--- src/rtl/dspace_rf_pkg.sv ---
package dspace_rf_pkg;
    localparam int DW      = 8;
    localparam int NREG    = 32;
    localparam int AW      = 16;
    localparam int IO_SPAN = 64;
    localparam int SEL_W   = $clog2(NREG);
    localparam int IO_AW   = $clog2(IO_SPAN);
    localparam int PTR_W   = 2 * DW;
    localparam int REG_TOP = NREG;
    localparam int IO_TOP  = NREG + IO_SPAN;
    localparam int PTR_BASE = NREG - 6;

    typedef enum logic [1:0] {
        PTR_X    = 2'd0,
        PTR_Y    = 2'd1,
        PTR_Z    = 2'd2,
        PTR_NONE = 2'd3
    } ptr_sel_e;

    typedef enum logic [1:0] {
        RGN_REG  = 2'd0,
        RGN_IO   = 2'd1,
        RGN_SRAM = 2'd2
    } region_e;

    typedef struct packed {
        logic             we;
        logic [SEL_W-1:0] lo;
        logic [SEL_W-1:0] hi;
        logic [PTR_W-1:0] val;
    } ptr_upd_t;

    function automatic logic [SEL_W-1:0] ptr_low_reg(ptr_sel_e s);
        return SEL_W'(PTR_BASE + 2 * int'(s));
    endfunction
endpackage

--- src/rtl/dspace_addr_decode.sv ---
module dspace_addr_decode
    import dspace_rf_pkg::*;
(
    input  logic [AW-1:0]    ds_addr,
    input  logic             ds_rd,
    input  logic             ds_wr,
    output region_e          region,
    output logic             reg_we,
    output logic [IO_AW-1:0] io_addr,
    output logic             io_rd,
    output logic             io_wr,
    output logic             sram_rd,
    output logic             sram_wr
);
    always_comb begin
        if (ds_addr < AW'(REG_TOP))      region = RGN_REG;
        else if (ds_addr < AW'(IO_TOP))  region = RGN_IO;
        else                             region = RGN_SRAM;
    end

    assign io_addr = IO_AW'(ds_addr - AW'(REG_TOP));
    assign reg_we  = ds_wr && (region == RGN_REG);
    assign io_rd   = ds_rd && (region == RGN_IO);
    assign io_wr   = ds_wr && (region == RGN_IO);
    assign sram_rd = ds_rd && (region == RGN_SRAM);
    assign sram_wr = ds_wr && (region == RGN_SRAM);
endmodule

--- src/rtl/dspace_ptr_step.sv ---
module dspace_ptr_step
    import dspace_rf_pkg::*;
(
    input  logic [NREG-1:0][DW-1:0] bank_q,
    input  logic                    en,
    input  ptr_sel_e                sel,
    input  logic                    up,
    output ptr_upd_t                upd
);
    logic [PTR_W-1:0] cur;

    always_comb begin
        upd.lo  = ptr_low_reg(sel);
        upd.hi  = upd.lo + SEL_W'(1);
        upd.we  = en && (sel != PTR_NONE);
        cur     = {bank_q[upd.hi], bank_q[upd.lo]};
        upd.val = up ? cur + PTR_W'(1) : cur - PTR_W'(1);
    end
endmodule

--- src/rtl/dspace_bank.sv ---
module dspace_bank
    import dspace_rf_pkg::*;
(
    input  logic                    clk,
    input  logic                    rst,
    input  logic                    alu_we,
    input  logic [SEL_W-1:0]        alu_sel,
    input  logic [DW-1:0]           alu_d,
    input  ptr_upd_t                pupd,
    input  logic                    ds_we,
    input  logic [SEL_W-1:0]        ds_sel,
    input  logic [DW-1:0]           ds_d,
    output logic [NREG-1:0][DW-1:0] q
);
    always_ff @(posedge clk) begin
        if (rst) begin
            q <= '0;
        end else begin
            for (int i = 0; i < NREG; i++) begin
                if (alu_we && alu_sel == SEL_W'(i))
                    q[i] <= alu_d;
                else if (pupd.we && pupd.lo == SEL_W'(i))
                    q[i] <= pupd.val[DW-1:0];
                else if (pupd.we && pupd.hi == SEL_W'(i))
                    q[i] <= pupd.val[PTR_W-1:DW];
                else if (ds_we && ds_sel == SEL_W'(i))
                    q[i] <= ds_d;
            end
        end
    end
endmodule

--- src/rtl/dspace_regfile.sv ---
module dspace_regfile
    import dspace_rf_pkg::*;
(
    input  logic                    clk,
    input  logic                    rst,
    input  logic [SEL_W-1:0]        rd_a_sel,
    output logic [DW-1:0]           rd_a_data,
    input  logic [SEL_W-1:0]        rd_b_sel,
    output logic [DW-1:0]           rd_b_data,
    input  logic                    wr_en,
    input  logic [SEL_W-1:0]        wr_sel,
    input  logic [DW-1:0]           wr_data,
    input  logic                    ptr_step_en,
    input  logic [1:0]              ptr_sel,
    input  logic                    ptr_up,
    output logic [PTR_W-1:0]        ptr_x,
    output logic [PTR_W-1:0]        ptr_y,
    output logic [PTR_W-1:0]        ptr_z,
    input  logic [AW-1:0]           ds_addr,
    input  logic                    ds_rd,
    input  logic                    ds_wr,
    input  logic [DW-1:0]           ds_wdata,
    output logic [DW-1:0]           ds_rdata,
    output logic [IO_AW-1:0]        io_addr,
    output logic                    io_rd,
    output logic                    io_wr,
    output logic [DW-1:0]           io_wdata,
    input  logic [DW-1:0]           io_rdata,
    output logic [AW-1:0]           sram_addr,
    output logic                    sram_rd,
    output logic                    sram_wr,
    output logic [DW-1:0]           sram_wdata,
    input  logic [DW-1:0]           sram_rdata
);
    logic [NREG-1:0][DW-1:0] bank_q;
    region_e                 region;
    logic                    ds_reg_we;
    ptr_upd_t                pupd;

    dspace_addr_decode u_dec (
        .ds_addr (ds_addr),
        .ds_rd   (ds_rd),
        .ds_wr   (ds_wr),
        .region  (region),
        .reg_we  (ds_reg_we),
        .io_addr (io_addr),
        .io_rd   (io_rd),
        .io_wr   (io_wr),
        .sram_rd (sram_rd),
        .sram_wr (sram_wr)
    );

    dspace_ptr_step u_step (
        .bank_q (bank_q),
        .en     (ptr_step_en),
        .sel    (ptr_sel_e'(ptr_sel)),
        .up     (ptr_up),
        .upd    (pupd)
    );

    dspace_bank u_bank (
        .clk     (clk),
        .rst     (rst),
        .alu_we  (wr_en),
        .alu_sel (wr_sel),
        .alu_d   (wr_data),
        .pupd    (pupd),
        .ds_we   (ds_reg_we),
        .ds_sel  (ds_addr[SEL_W-1:0]),
        .ds_d    (ds_wdata),
        .q       (bank_q)
    );

    assign rd_a_data  = bank_q[rd_a_sel];
    assign rd_b_data  = bank_q[rd_b_sel];
    assign ptr_x      = {bank_q[PTR_BASE+1], bank_q[PTR_BASE]};
    assign ptr_y      = {bank_q[PTR_BASE+3], bank_q[PTR_BASE+2]};
    assign ptr_z      = {bank_q[PTR_BASE+5], bank_q[PTR_BASE+4]};
    assign io_wdata   = ds_wdata;
    assign sram_addr  = ds_addr;
    assign sram_wdata = ds_wdata;

    always_comb begin
        case (region)
            RGN_REG: ds_rdata = bank_q[ds_addr[SEL_W-1:0]];
            RGN_IO:  ds_rdata = io_rdata;
            default: ds_rdata = sram_rdata;
        endcase
    end
endmodule

--- config.mk ---
export PLATFORM = sky130hd
export DESIGN_NAME = dspace_regfile
export DESIGN_NICKNAME = d
export VERILOG_FILES = /design/src/rtl/dspace_rf_pkg.sv /design/src/rtl/dspace_addr_decode.sv /design/src/rtl/dspace_ptr_step.sv /design/src/rtl/dspace_bank.sv /design/src/rtl/dspace_regfile.sv
export SDC_FILE = /design/constraint.sdc
export NUM_CORES = 1
export LEC_CHECK = 0
export BUFFER_PORTS_ARGS = -buffer_cell sky130_fd_sc_hd__buf_4
export CAP_MARGIN = 15
export CORE_ASPECT_RATIO = 1.25
export CORE_MARGIN = 2
export CORE_UTILIZATION = 50
export CTS_CLUSTER_DIAMETER = 60
export DETAILED_ROUTE_END_ITERATION = 12
export PLACE_DENSITY = 0.71
export RECOVER_POWER = 100
export SYNTH_ARGS = -nofsm -noshare
export SYNTH_HDL_FRONTEND = slang
export SYNTH_SLANG_ARGS = --single-unit
--- constraint.sdc ---
create_clock -name clk -period 5.3 [get_ports clk]
set_input_delay 0.265 -clock clk [delete_from_list [all_inputs] [get_ports clk]]
set_output_delay 0.265 -clock clk [all_outputs]
set_load 0.03 [all_outputs]
==> summary.txt <==
Setup path
  – Startpoint Class: primary input
  – Worst setup path category: primary input to register
  – Crit path capture type: register
  – Crit path arrival time: 5020 ps
  – Crit-path max FO: 20
  – Critical path required time: 5770 ps

CTS
  – Setup bufs post-CTS: 0
  – CTS sink cnt: 256
  – Max clock buf depth: 3
  – Post-CTS sizing: 0
  – Total CTS buffers: 30
  – Clk slew on worst S/H paths: 60 ps
  – TritonCTS clock tree: yes
  – Later-pin clock latency in the skew report: about 600 ps
  – H-tree depth: 1
  – CTS root buffer: clkbuf_16
  – CTS Hold Buffers Added: 0

GRT
  – Largest net degree at the start of global routing: 97
  – M1 GR Usage: 48.5%
  – Total gr overflow: 0
  – Met2 Use GR: 62.3%
  – GRT met3 Usage: about 8.6%
  – First-pass GRT wire length: 132000 microns
  – Total Routing Usage GR: 40.2%
  – Initial antenna violation count: 3
  – Vias in the first global route: 19299
  – GRT Max-Usage Layer: met2

Job
  – Max Cap Viol: 21

Floorplanning
  – I/O pins: 186
  – Die area: 44400 sq um
  – Die Span Y: 235 microns
  – Core ar.: 42100 sq um
  – Die Wd: around 190 microns
  – Starting Density: 50.7%
  – Rows: 84

Route
  – Pre-antenna DRT Iters: 5
  – Routed via count: between 20000 and 25000
  – DRT antenna net count: 0
  – Wire per inst: about 34 microns
  – Vias per cell: 7.53
  – Drt drc: 0
  – Drt total wl: 90800 microns
  – Starting DRT DRC Count: 3189

Power and ir drop
  – Clock network power share: 40.7%
  – Sw Pwr: ~1.7 mW
  – Worst vdd ir: 0.264 mV
  – Logic pwr share: 20.2%
  – Power Internal: 3.55 mW
  – Sw frac: roughly a third
  – P per Cell Area: between 200 and 250 nW/um^2
  – Seq pwr share: roughly two fifths
  – Leakage power: 7.62 nW

Timing
  – Slew Viols, Final: 436
  – Period utilization: a little under nine tenths
  – Relative slew slack: -66.2%
  – Final Hold Fails: 0
  – Final hold slack: 118 ps
  – TNS Setup: 0 ps
  – Tmin final: ~4500 ps
  – Layout Skew: 32.2 ps
  – Final Setup Violations: 0
  – Fmax: 220 MHz
  – RSZ-0062 raised after global routing: no
  – Least-Margin Pin Slew: 2470 ps

Layout
  – Biggest regs: u_bank.q (256)
  – FF/Latch Area: 5120 sq um
  – Multi-input gate area: between 10000 and 15000 sq um
  – Final nets: 2209
  – Share of cells above drive strength 1: between 20% and 30%
  – Max FFs per register: 256
  – Fill cells: 3811
  – Largest Register: u_bank.q
  – Commonest cells after routing, fill and taps aside: 295 x nor2_1, 256 x dfxtp_1, 254 x mux4_2
  – Final Util: 53.9%
  – Layout area overhead: 6.45%
  – Commonest non-fill, non-tap cell in the layout: nor2_1

Placed design
  – IO buf count: approximately 190
  – Post-DP HPWL: approximately 66000 microns
  – Gpl congestion: 1.07

Synthesis
  – Post-synthesis cell area: 21300 sq um
  – Area leader, netlist: mux4_2
  – Post-synth top flop: dfxtp_1
  – Post-Synthesis Cells: 2151
  – Syn Nets: 2247
  – Yosys top cell area share: roughly 27%
  – Main area contributors after synthesis: mux4_2 27%, dfxtp_1 24%, mux2i_1 8.3%
  – Register area share after synthesis: 24.0%
  – Mapped Avg Cell Area: just under 10 sq um
  – #FFs+latches synth: between 200 and 300
  – Fraction of registers with async set/reset: 0%
  – Distinct cell type count after synthesis: 73
  – YS warnings: 0
  – Number of synthesized flops with an enable pin: 0

Min path
  – Hold/Removal Path Class: primary input to register

Run status
  – Outcome: finished, violations left
  – Failing checks: max-capacitance violations, max-slew violations
metal layers:
metal | wire length [microns] | up-vias
met2 | 40400 | 1838
met3 | 11600 | 450
met5 | 0 | -
li1 | - | 8203
met4 | 8970 | 0
met1 | 29900 | 9782
power groups by stage:
stage	logic [mW]	registers [mW]	clock network, mW
4_1_cts	1.06	2.04	2.11
3_3_place_gp	1.05	2.08	0
3_5_place_dp	1.06	2.08	0
6_report	1.06	2.05	2.13
2_1_floorplan	0.746	2.04	0
5_1_grt	1.09	2.05	2.18
cell families after synthesis:
family | count (synthesis) | synth area share [%]
fa+ha+maj | 24 | 1.44
flops | 256 | 24.0
buf+inv | 298 | 6.82
compound gates | 417 | 14.2
mux | 492 | 38.3
simple gates | 656 | 14.9
xor+xnor | 8 | 0.328
cells in the mapped netlist (all sizes together) (3+ instances only):
| library cell | count |
|---|---|
| a32o | 5 |
| nand2 | 143 |
| o32a | 3 |
| o311ai | 10 |
| nand4 | 13 |
| inv | 8 |
| xor2 | 3 |
| a22oi | 5 |
| and3 | 10 |
| a221o | 49 |
| a21o | 8 |
| a311oi | 19 |
| mux4 | 254 |
| and3b | 3 |
| o21ai | 47 |
| o211ai | 7 |
| o22ai | 22 |
| o21a | 3 |
| nor3 | 44 |
| and2 | 6 |
| or2 | 5 |
| nor2b | 28 |
| nand2b | 17 |
| nor4b | 5 |
| a32oi | 4 |
| mux2 | 61 |
| nand3 | 41 |
| clkbuf | 144 |
| a22o | 5 |
| a221oi | 8 |
| or3 | 8 |
| nor4 | 12 |
| xnor2 | 5 |
| o31ai | 4 |
| buf | 146 |
| nor3b | 15 |
| a31oi | 5 |
| ha | 23 |
| a21oi | 64 |
| a211oi | 137 |
| nor2 | 295 |
| dfxtp | 256 |
| mux2i | 177 |
| or4 | 4 |
area by class of cell:
class | count | area share, %
multi-input cells | 1597 | 64.5
flip-flops and latches | 256 | 22.6
repair buffers | 220 | 5.45
clock buffers | 41 | 3.80
well taps | 559 | 3.08
clock inverters | 10 | 0.468
inverters | 8 | 0.132
diodes | 2 | 0.0220
final timing paths:
check,startpoint,end,slack (ps),cells past startpoint
max,ptr_sel[0],u_bank.q[252],750,14
min,wr_data[5],u_bank.q[229],120,3
max reg2reg,u_bank.q[0],u_bank.q[252],1540,11
min reg2reg,u_bank.q[164],u_bank.q[164],530,2
stage by stage:
| stage | setup slack [ps] | std cells | total power, mW | instance area, sq um |
|---|---|---|---|---|
| after CTS | 1350 | 2689 | 5.21 | 23300 |
| after floorplan | 113 | 2151 | 2.79 | 21300 |
| final | 753 | 2693 | 5.23 | 22700 |
| after global placement | 835 | 2638 | 3.13 | 22300 |
| after global routing | 504 | 2693 | 5.32 | 22700 |
| after detailed placement | 755 | 2638 | 3.14 | 22300 |
worst max-delay path, cell delays in order:
cell	delay, ps
clkbuf_1	160
inv_1	100
ha_1	1090
buf_4	340
mux4_2	570
mux2_1	420
ha_1	390
nand3_1	110
nor4_1	540
nor3_1	140
nor3_1	210
clkbuf_1	290
nand3_1	130
a31o_2	250
Note: power is estimated with default switching activity, not from simulation.
